<file path="config.mk">
export PLATFORM = sky130hd
export DESIGN_NAME = mdio_frame_engine
export DESIGN_NICKNAME = d
export VERILOG_FILES = /design/src/rtl/mdio_pkg.sv /design/src/rtl/mdio_clk_div.sv /design/src/rtl/mdio_frame_shifter.sv /design/src/rtl/mdio_frame_engine.sv
export SDC_FILE = /design/constraint.sdc
export NUM_CORES = 1
export LEC_CHECK = 0
export BUFFER_PORTS_ARGS = -buffer_cell sky130_fd_sc_hd__buf_2
export CORE_MARGIN = 2
export CORE_UTILIZATION = 50
export DETAILED_ROUTE_END_ITERATION = 7
export PLACE_DENSITY = 0.77
export SLEW_MARGIN = 10
export SYNTH_ARGS = -nofsm -noshare
export SYNTH_HDL_FRONTEND = slang
export SYNTH_SLANG_ARGS = --single-unit
</file>
<file path="constraint.sdc">
create_clock -name clk -period 2.95 [get_ports clk]
set_input_delay 0.1475 -clock clk [delete_from_list [all_inputs] [get_ports clk]]
set_output_delay 0.1475 -clock clk [all_outputs]
set_load 0.02 [all_outputs]
</file>
<file path="src/rtl/mdio_pkg.sv">
package mdio_pkg;
    localparam int FRAME_W  = 32;
    localparam int PRE_W    = 32;
    localparam int TOTAL    = PRE_W + FRAME_W;
    localparam int IDX_W    = $clog2(TOTAL);
    localparam int POS_W    = $clog2(FRAME_W);
    localparam int DIV_W    = 6;
    localparam int HALF_MIN = 4;
    // overall bit index of first turnaround bit (word bit 17) and first data bit (word bit 15)
    localparam int TA_POS   = PRE_W + (FRAME_W - 1 - 17);
    localparam int DATA_POS = PRE_W + (FRAME_W - 1 - 15);
    localparam logic [1:0] OP_READ = 2'b10;

    typedef enum logic [1:0] {
        ST_IDLE = 2'd0,
        ST_WAIT = 2'd1,
        ST_RUN  = 2'd2
    } eng_state_e;
endpackage

</file>
<file path="src/rtl/mdio_clk_div.sv">
module mdio_clk_div
    import mdio_pkg::*;
(
    input  logic       clk,
    input  logic       rst_n,
    input  logic       en,
    input  logic [1:0] sel,
    output logic       mdc,
    output logic       rise_stb,
    output logic       fall_stb
);
    typedef struct packed {
        logic [DIV_W-1:0] cnt;
        logic             mdc;
    } div_t;

    div_t d, q;
    logic [DIV_W-1:0] lim;
    logic             tick;

    always_comb begin
        lim      = (DIV_W'(HALF_MIN) << sel) - DIV_W'(1);
        tick     = en && (q.cnt >= lim);
        d.cnt    = tick ? '0 : q.cnt + DIV_W'(1);
        d.mdc    = q.mdc ^ tick;
        if (!en) begin
            d = '0;
        end
        rise_stb = tick && !q.mdc;
        fall_stb = tick && q.mdc;
    end

    always_ff @(posedge clk) begin
        if (!rst_n) q <= '0;
        else        q <= d;
    end

    assign mdc = q.mdc;


    mdc_high_hold_chk: assert property (@(posedge clk) disable iff (!rst_n)
        $rose(q.mdc) |=> q.mdc);


    mdc_gated_chk: assert property (@(posedge clk) disable iff (!rst_n)
        !en |=> !q.mdc);
endmodule

</file>
<file path="src/rtl/mdio_frame_shifter.sv">
module mdio_frame_shifter
    import mdio_pkg::*;
(
    input  logic               clk,
    input  logic               rst_n,
    input  logic               en,
    input  logic               wr_en,
    input  logic [FRAME_W-1:0] wr_data,
    input  logic               rise_stb,
    input  logic               fall_stb,
    input  logic               mdio_i,
    output logic [FRAME_W-1:0] man,
    output logic               busy,
    output logic               mdio_o,
    output logic               mdio_oe
);
    typedef struct packed {
        eng_state_e         state;
        logic [IDX_W-1:0]   idx;
        logic [FRAME_W-1:0] man;
        logic               out;
        logic               oe;
    } sh_t;

    sh_t d, q;
    logic             is_read;
    logic [IDX_W-1:0] nxt;
    logic [POS_W-1:0] pos;

    always_comb begin
        d       = q;
        is_read = (q.man[29:28] == OP_READ);
        nxt     = q.idx + IDX_W'(1);
        pos     = ~nxt[POS_W-1:0];
        case (q.state)
            ST_IDLE: begin
                if (en && wr_en) begin
                    d.man   = wr_data;
                    d.state = ST_WAIT;
                end
            end
            ST_WAIT: begin
                if (fall_stb) begin
                    d.state = ST_RUN;
                    d.idx   = '0;
                    d.out   = 1'b1;
                    d.oe    = 1'b1;
                end
            end
            ST_RUN: begin
                if (rise_stb && is_read && (q.idx >= IDX_W'(DATA_POS))) begin
                    d.man[15:0] = {q.man[14:0], mdio_i};
                end
                if (fall_stb) begin
                    if (q.idx == IDX_W'(TOTAL - 1)) begin
                        d.state = ST_IDLE;
                        d.oe    = 1'b0;
                    end else begin
                        d.idx = nxt;
                        d.out = (nxt < IDX_W'(PRE_W)) ? 1'b1 : q.man[pos];
                        d.oe  = !(is_read && (nxt >= IDX_W'(TA_POS)));
                    end
                end
            end
            default: d.state = ST_IDLE;
        endcase
        if (!en) begin
            d.state = ST_IDLE;
            d.oe    = 1'b0;
            d.out   = 1'b1;
        end
    end

    always_ff @(posedge clk) begin
        if (!rst_n) begin
            q       <= '0;
            q.state <= ST_IDLE;
            q.out   <= 1'b1;
        end else begin
            q <= d;
        end
    end

    assign man     = q.man;
    assign busy    = (q.state != ST_IDLE);
    assign mdio_o  = q.out;
    assign mdio_oe = q.oe;


    busy_write_ignored_chk: assert property (@(posedge clk) disable iff (!rst_n)
        (busy && wr_en) |=> (q.man[31:16] == $past(q.man[31:16])));


    start_needs_write_chk: assert property (@(posedge clk) disable iff (!rst_n)
        $rose(busy) |-> $past(wr_en && en));


    idle_released_chk: assert property (@(posedge clk) disable iff (!rst_n)
        !busy |-> !q.oe);
endmodule

</file>
<file path="src/rtl/mdio_frame_engine.sv">
module mdio_frame_engine
    import mdio_pkg::*;
(
    input  logic        clk,
    input  logic        rst_n,
    input  logic        mgmt_en,
    input  logic [1:0]  clk_sel,
    input  logic        wr_en,
    input  logic [31:0] wr_data,
    output logic [31:0] man_word,
    output logic        idle,
    output logic        mdc,
    output logic        mdio_o,
    output logic        mdio_oe,
    input  logic        mdio_i
);
    logic rise_stb, fall_stb, busy;

    mdio_clk_div i_div (
        .clk      (clk),
        .rst_n    (rst_n),
        .en       (mgmt_en),
        .sel      (clk_sel),
        .mdc      (mdc),
        .rise_stb (rise_stb),
        .fall_stb (fall_stb)
    );

    mdio_frame_shifter i_shift (
        .clk      (clk),
        .rst_n    (rst_n),
        .en       (mgmt_en),
        .wr_en    (wr_en),
        .wr_data  (wr_data),
        .rise_stb (rise_stb),
        .fall_stb (fall_stb),
        .mdio_i   (mdio_i),
        .man      (man_word),
        .busy     (busy),
        .mdio_o   (mdio_o),
        .mdio_oe  (mdio_oe)
    );

    assign idle = !busy;


    out_on_fall_chk: assert property (@(posedge clk) disable iff (!rst_n)
        (mgmt_en && $past(mgmt_en) && (mdio_o != $past(mdio_o))) |-> $fell(mdc));
endmodule

</file>
## Word-level counts from Yosys, hierarchy flattened

Index checks and enable logic that the tools add are counted.

| cells by class | value |
|---|---|
| $add $sub $neg | 3 |
| magnitude comparators | 5 |
| equality and inequality tests | 10 |
| shift operators | 1 |
| multiplexer cells | 18 |
| bitwise logic cells | 4 |
| reduce and logical (&&, ||, !) cells | 21 |

Operators by type and width:

| kind | number |
|---|---|
| two-way mux 16 bit | 2 |
| one-hot mux 16 bit (2 select lines) | 1 |
| two-way mux 8 bit | 2 |
| adder 6 x 1 -> 6 bit (second input constant) | 2 |
| greater-or-equal comparator 6 bit (second input constant) | 2 |
| one-hot mux 6 bit (2 select lines) | 1 |
| two-way mux 2 bit | 4 |
| AND reduction 4 bit | 2 |
| logical AND 1 bit | 7 |
| equality test 6 bit (second input constant) | 1 |
| greater-or-equal comparator 6 bit | 1 |
| < comparator 5 x 6 -> 1 bit (second input constant) | 1 |
| < comparator 6 bit (second input constant) | 1 |
| two-way mux 6 bit | 1 |
| inequality test 2 x 1 -> 1 bit (second input constant) | 3 |
| inequality test 2 bit (second input constant) | 3 |
| one-hot mux 2 bit (3 select lines) | 1 |
| AND reduction 3 bit | 2 |
| nonzero test 2 bit | 3 |
| left shift 3 x 2 -> 6 bit (first input constant) | 1 |
| subtractor 6 x 2 -> 6 bit (second input constant) | 1 |
| binary-select mux 1 bit (select 5 bit) | 1 |
| inverter 5 bit | 1 |
| equality test 2 bit (second input constant) | 2 |
| 9 further kinds | 16 |

| storage, ports and cells | value |
|---|---|
| register bits | 49 |
| input port bits | 39 |
| output and inout port bits | 36 |

## Logic depth before layout (Yosys ltp)

Gate-level depths: netlist of run 1.

| depth | value |
|---|---|
| word-level depth | 9 |
| depth in mapped cells | 13 |
| mapped depth without buffers | 12 |

## Cells and area by module

A second synthesis of run 1 with hierarchy kept.

| second synthesis, totals | value |
|---|---|
| cells, all modules | 336 |
| area, all modules | 2827.7 um^2 |

Modules (own cells, without submodules):

| module | instances | cells each | area an instance (um^2) |
|---|---|---|---|
| mdio_frame_shifter | 1 | 293 | 2436.1 |
| mdio_clk_div | 1 | 42 | 387.9 |
| mdio_frame_engine | 1 | 1 | 3.8 |

## Worst setup path after synthesis of run 1

No wires, ideal clock.

| path | value |
|---|---|
| path type | reg2reg |
| start point | reg i_div.q[3] in the netlist's numbering |
| end point | reg i_shift.q[36] in the netlist's numbering |
| library setup time | 0.132 ns |
| arrival | 2.049 ns |
| data required time | 2.818 ns |
| path slack | 0.769 ns |
| stages on the path, launching flop included | 12 |
| buffers on the path | 0 |
| cells stage by stage | dfxtp_1 -> ha_1 -> a21o_1 -> a21o_1 -> a21o_1 -> a21oi_1 -> nor2b_1 -> ha_1 -> o211ai_1 -> nor2_1 -> o21ai_0 -> a21oi_1 |

| on the way | value |
|---|---|
| cells in the longest elaborated chain, start to end | 5 |
| elaborated cells on any way between the ends | 6 |

RTL lines:

| item | RTL line | text |
|---|---|---|
| start, declared | mdio_clk_div.sv:17 | `div_t d, q;` |
| start signal, assigned | mdio_clk_div.sv:34 | `if (!rst_n) q <= '0;` |
| start signal, assigned | mdio_clk_div.sv:35 | `else q <= d;` |
| greater-or-equal comparator 6 bit (*) | mdio_clk_div.sv:23 | `tick = en && (q.cnt >= lim);` |
| logical AND 1 bit (*) | mdio_clk_div.sv:23 |  |
| logical AND 1 bit (*) | mdio_clk_div.sv:30 | `fall_stb = tick && q.mdc;` |
| inequality test 2 bit (no line) | -- |  |
| AND reduction 4 bit (no line) (*) | -- |  |
| end, declared | mdio_frame_shifter.sv:25 | `sh_t d, q;` |

Every way passes the cells marked *; elsewhere a longest branch is shown, timed or not.
A chain may end at the register's enable or synchronous reset.

## Final worst setup path of run 1

| path | value |
|---|---|
| start point | reg i_div.q[3] in the netlist's numbering |
| end point | reg i_shift.q, in the netlist i_shift.man[7] |

| on the way | value |
|---|---|
| cells in the longest elaborated chain, start to end | 7 |

RTL lines:

| item | RTL line | text |
|---|---|---|
| greater-or-equal comparator 6 bit | mdio_clk_div.sv:23 |  |
| logical AND 1 bit | mdio_clk_div.sv:23 |  |
| logical AND 1 bit | mdio_clk_div.sv:29 | `rise_stb = tick && !q.mdc;` |
| logical AND 1 bit (2 in series) | mdio_frame_shifter.sv:51 | `if (rise_stb && is_read && (q.idx >= IDX_W'(DATA_POS))) begin` |
| inequality test 2 x 1 -> 1 bit (no line) | -- |  |
| AND reduction 3 bit (no line) | -- |  |

No other way between the ends.

==> results of run 1 <==
[final timing paths]
check / to / cells past startpoint / slack [ns]
worst max-delay path: i_shift.man[7] / 12 / 0.49
worst min-delay path: i_shift.man[26] / 3 / 0.07
worst max register to register: i_shift.man[7] / 12 / 0.49
worst min register to register: i_div.q[1] / 1 / 0.46
[through the flow]
step	total power (uW)	util, %
after CTS	1280	55.6
after global routing	1340	55.6
after floorplan	863	-
after global placement	897	54.1
after detailed placement	902	54.1
final	1270	55.6
[layout make-up]
type                       count  area [um2]  share of cell area, %
multi-input combinational    222        1450                   47.8
sequential                    49         981                   32.4
timing repair buffer          79         408                   13.5
tap                           72        90.1                   2.98
clock buffer                   6        72.6                   2.40
inverter                       5        18.8                  0.620
clock inverter                 2        10.0                  0.331
[synth_stat cells (all sizes together)]
library cell	number
nor3b	1
dfxtp	49
mux2i	1
nor2b	3
clkinv	1
o21a	1
a311oi	17
o31ai	2
buf	38
o21ai	3
nor3	1
and3	4
a32oi	1
mux4	8
xor2	5
nand3b	1
conb	1
o211ai	1
nor4b	1
a21o	3
o2bb2ai	1
a22oi	2
a21boi	3
clkbuf	11
nor2	38
inv	4
a21oi	20
a211o	1
nand3	9
xnor2	5
mux2	3
nand2	69
and2	1
a31oi	3
ha	9
nand2b	4
[cells in the final DEF (no fill, tap or decap), drive strengths merged, types with 4 or more instances in the layout]
| cell type | instances |
|---|---|
| and3 | 4 |
| ha | 9 |
| buf | 79 |
| nand2b | 4 |
| nor2 | 38 |
| nand3 | 9 |
| inv | 4 |
| clkbuf | 6 |
| xnor2 | 5 |
| dfxtp | 49 |
| xor2 | 5 |
| a21oi | 20 |
| mux4 | 8 |
| a311oi | 17 |
| nand2 | 69 |
[where the power goes]
group | switching, uW | internal [uW]
sequential | 23.4 | 688
clock | 222 | 165
combinational | 102 | 72.0
[sequential cells by signal, summed over array words and instances (netlist names)]
name             cells
i_shift.mdio_oe      1
i_div.mdc            1
i_shift.man         32
i_div.q              6
i_shift.q            8
i_shift.mdio_o       1
[cells by family (layout without fill, tap and decap cells)]
| family | count (synthesis) | after routing | share of synthesized area (%) |
|---|---|---|---|
| AO/OA/AOI/OAI | 58 | 58 | 14.9 |
| buffers and inverters | 54 | 92 | 12.5 |
| AND/OR/NAND/NOR | 132 | 132 | 20.4 |
| XOR/XNOR | 10 | 10 | 3.43 |
| adder cells (fa/ha/maj) | 9 | 9 | 4.06 |
| multiplexers | 12 | 12 | 9.16 |
| flip-flops | 49 | 49 | 35.4 |
| other | 1 | 1 | 0.135 |
[routing by layer]
layer | wire length [um] | up-vias | track usage (%)
met3 | 294 | 14 | 4.60
met2 | 3000 | 61 | 33.8
met1 | 2650 | 1114 | 26.2
met4 | 129 | 0 | 8.42
li1 | - | 1169 | -
met5 | 0 | - | 0
[worst register-to-register path: cells and delay by family, from the launching register on]
family,cells,cell delay [ns]
flip-flops,1,0.35
buffers and inverters,1,0.34
AND/OR/NAND/NOR,3,0.34
adder cells (fa/ha/maj),2,0.47
AO/OA/AOI/OAI,6,0.86
==> impl_metrics.py, run 1 <==
metrics = {
    "synthesis": {
        "ys_seq_area_share_pct": 35.4,
        "synth_area_um2": 2770,
        "synth_cells": 325,
        "synth-seq-cells": 49,
        "post-synth-top-area-cell": "dfxtp_1",
        "synth_top_cell_area_share_pct": 35.4,
        "synth_area_leaders": "dfxtp_1 35%, nand2_1 9.3%, buf_4 8.7%",
        "avgSynthCellArea_um2": 8.53,
        "syn_nets": 373,
        "yosysWarnings": 0,
        "ys_types": 43,
    },
    "timing": {
        "rsz0062_at_grt": "false",
        "max_freq_mhz": 406,
        "final_max_slew_viol_count": 0,
        "fin_tns_setup_ns": 0,
        "whs_ns": 0.0694,
        "tightest_slew_ns": 0.779,
        "finalSetupViolCount": 0,
        "max_slew_margin_pct": 48.0,
        "post-route-period-util_pct": 83.5,
        "setup_slack_ns": 0.488,
        "final.setup_skew_ns": 0.00568,
        "fin_crit_ns": 2.46,
        "finalHoldViolCount": 0,
    },
    "detailed_routing": {
        "drtPass1Iterations": 5,
        "antenna_left": 0,
        "drc": 0,
        "vias_per_cell": 5.42,
        "wire_per_inst_um": 14.0,
        "dr.first_iter.drc_count": 168,
        "via_count": 2358,
        "wl_mm": 6.07,
    },
    "cts": {
        "cts_made_buffers": 5,
        "cts_sinks": 49,
        "h-tree-depth": 2,
        "postCtsSetupBuffers": 0,
        "cts_resized": 0,
        "cts_buffer_depth": 2,
        "cts_tree": "built",
        "root_buffer": "clkbuf_8",
        "clk_latency_ns": 0.30,
        "cts_hold_buffers": 0,
        "path_clk_slew_ns": 0.09,
    },
    "layout": {
        "drive_above_1_share_pct": 25.6,
        "fill_cells": 510,
        "diodes": 0,
        "fin_cells": 435,
        "syn_to_final_growth_pct": 9.12,
        "final_nets": 410,
        "design_area_um2": 3030,
    },
    "pwr": {
        "max-vdd-ir-drop_uv": 266,
        "power_leakage_uw": 0.00136,
        "power_density_nw_per_um2": 421,
    },
    "worst_setup_path": {
        "cp-startpoint": "i_div.q[3]",
        "crit_chain": "ha_1, a21o_1, a21o_1, a21o_1, a21oi_1, nor2b_1, ha_1, nand3_1, o31ai_4, buf_4, nor2_1, a311oi_1",
        "critPathMostFrequentCell": "a21o_1",
        "critical_path_class": "flop to flop",
        "path_buf_inv": 1,
        "critical_path_required_ns": 3.15,
        "crit_path_end_kind": "flop",
        "arrival_ns": 2.67,
        "worst_path_max_delay_cell": "dfxtp_1",
        "critical-path-top-delay-family": "compound AO/OA/AOI/OAI gates",
        "reg2reg_from": "i_div.q[3]",
        "crit_path_start_kind": "flop",
        "worstPathMaxFanout": 32,
        "critPathMaxStageDelay_ns": 0.35,
    },
    "place": {
        "dp_hpwl_mm": 4.44,
        "gp_congestion": 0.859,
        "numPortBuffers": 74,
        "place_inst": 427,
        "place_area_um2": 2940,
        "pre_cts_ws_ns": 0.502,
    },
    "floorplanning": {
        "start_util_pct": 51.0,
        "io_pins": 75,
        "core_area_um2": 5440,
        "dieWidth_um": 78.5,
        "die_area_um2": 6160,
        "die_h_um": 78.5,
        "num_rows": 27,
    },
    "global_route": {
        "antenna_found_initial": 0,
        "grt_first_pass_wirelength_mm": 10.0,
        "grt_start_max_net_pins": 33,
        "grt_use_total_pct": 20.6,
        "grt-ovfl-total": 0,
        "grt_pass1_vias": 2122,
    },
    "worst_hold_path": {
        "hp-start": "wr_data[26]",
        "hold_path_class": "input port to flop",
    },
    "status": {
        "status": "completed",
    },
    "job": {
        "maxCapViolations": 0,
    },
}
Power figures use the tool's default switching activity.
==> inputs of run 2 (changes only) <==
clock period = 2.55 ns   (was 2.95 ns; I/O delays follow)
==> run 2 against run 1 <==
  * Clock skew down 0.0024 ns
  * Critical path depth unchanged
  * Cell count is 0.46% higher
  * Design area grew 1.5%
  * Register-to-register slack got worse by 0.26 ns
  * Critical endpoint is now i_shift.man[12]
==> impl_metrics.py, run 2 (same netlist as run 1, synthesis figures left out) <==
metrics = {
    "layout": {
        "syn_to_final_growth_pct": 10.7,
        "drive_above_1_share_pct": 26.8,
        "mostFrequentLayoutCell": "buf_2",
        "largest_reg_flops": 32,
        "final_nets": 413,
        "final_cell_mix": "74 x buf_2, 69 x nand2_1, 48 x dfxtp_1, 38 x nor2_1, 20 x a21oi_1",
        "diodes": 0,
    },
    "timing": {
        "final.setup_skew_ns": 0.00328,
        "max_freq_mhz": 430,
        "finalSetupViolCount": 0,
        "final_max_slew_viol_count": 0,
        "fin_crit_ns": 2.33,
        "max_slew_margin_pct": 60.4,
        "tightest_slew_ns": 0.595,
        "post-route-period-util_pct": 91.2,
        "finalHoldViolCount": 0,
        "setup_slack_ns": 0.224,
    },
    "worst_setup_path": {
        "crit_path_end_kind": "flop",
        "arrival_ns": 2.52,
        "critical_path_required_ns": 2.75,
        "critical_path_class": "flop to flop",
        "r2r_cells": 12,
        "worstPathMaxFanout": 32,
        "crit_path_start_kind": "flop",
    },
    "floorplanning": {
        "num_rows": 27,
        "start_util_pct": 51.0,
        "io_pins": 75,
        "die_h_um": 78.5,
        "die_area_um2": 6160,
        "dieWidth_um": 78.5,
        "core_area_um2": 5440,
    },
    "pwr": {
        "p_switching_uw": 383,
        "max-vdd-ir-drop_uv": 304,
        "pwr-share-clk_pct": 30.7,
        "switching_share_pct": 25.9,
        "comb_power_share_pct": 13.7,
        "power_density_nw_per_um2": 482,
        "power_uw": 1480,
        "power_leakage_uw": 0.00138,
        "seq_power_share_pct": 55.6,
        "p_int_uw": 1100,
    },
    "detailed_routing": {
        "dr.first_iter.drc_count": 152,
        "via_count": 2303,
        "drc": 0,
        "antenna_left": 0,
        "wl_mm": 5.93,
        "vias_per_cell": 5.27,
        "wire_per_inst_um": 13.6,
        "drtPass1Iterations": 4,
    },
    "cts": {
        "postCtsSetupBuffers": 0,
        "path_clk_slew_ns": 0.08,
        "cts_hold_buffers": 0,
        "cts_buffer_depth": 2,
        "h-tree-depth": 2,
        "clk_latency_ns": 0.29,
        "cts_resized": 0,
        "cts_tree": "built",
        "root_buffer": "clkbuf_8",
        "cts_sinks": 49,
        "cts_made_buffers": 5,
    },
    "global_route": {
        "grt-ovfl-total": 0,
        "grt_start_max_net_pins": 33,
        "grt_use_total_pct": 19.5,
        "grt_first_pass_wirelength_mm": 9.63,
        "grt_pass1_vias": 2105,
        "antenna_found_initial": 0,
    },
    "place": {
        "gp_congestion": 0.923,
        "pre_cts_ws_ns": 0.142,
        "dp_hpwl_mm": 4.36,
        "numPortBuffers": 74,
    },
    "status": {
        "status": "completed",
    },
    "worst_hold_path": {
        "hold_path_class": "input port to flop",
        "hold_depth": 3,
    },
    "job": {
        "maxCapViolations": 0,
    },
}
==> run 2: per-layer routing <==
layer	GRT usage, %	up-vias	share of wire (%)
met5	0	-	0
met4	4.56	0	0.84
met3	3.79	6	4.5
met2	34.7	46	51
met1	24.3	1077	44
li1	-	1174	-
==> run 2: worst max-delay path, stage by stage, from the launching register on <==
cell and delay, ns:
dfxtp_2 0.35, ha_1 0.27, a21o_1 0.11, a21o_1 0.11
a21o_1 0.13, a21oi_1 0.08, nor2b_2 0.14, ha_1 0.16
nand3_1 0.11, o31ai_4 0.24, buf_12 0.21, nor2_1 0.05
a311oi_1 0.26
==> run 2: layout make-up <==
cell class                 instances  area (um2)
clock buffer                       7        86.3
timing repair buffer              82         443
sequential                        49         982
fill                             507        2370
multi-input combinational        222        1450
inverter                           5        18.8
tap                               72        90.1
==> run 2: path summary, 6_finish.rpt <==
path	start	endpoint	slack (ns)
max	i_div.q[3]	i_shift.man[12]	0.22
min	wr_data[19]	i_shift.man[19]	0.07
max reg2reg	i_div.q[3]	i_shift.man[12]	0.22
min reg2reg	i_div.q[1]	i_div.q[1]	0.45
==> run 2: per-stage QoR <==
step | cells | utilization [%] | cell area (um2) | setup TNS [ns] | hold slack, ns
global placement | 430 | 54.8 | 2980 | 0 | 0.368
CTS | 437 | 56.3 | 3060 | 0 | 0.0596
floorplan | 325 | - | 2770 | 0 | 0.249
global route | 437 | 56.5 | 3070 | -0.00200 | 0.0632
finish | 437 | 56.5 | 3070 | 0 | 0.0664
detailed placement | 430 | 54.8 | 2980 | 0 | 0.374
==> run 2: power by group through the flow <==
stage | clock network [uW] | registers [uW] | logic, uW
floorplan | 0 | 833 | 165
global placement | 0 | 841 | 199
detailed placement | 0 | 842 | 204
CTS | 466 | 824 | 205
global route | 492 | 828 | 224
finish | 454 | 824 | 203
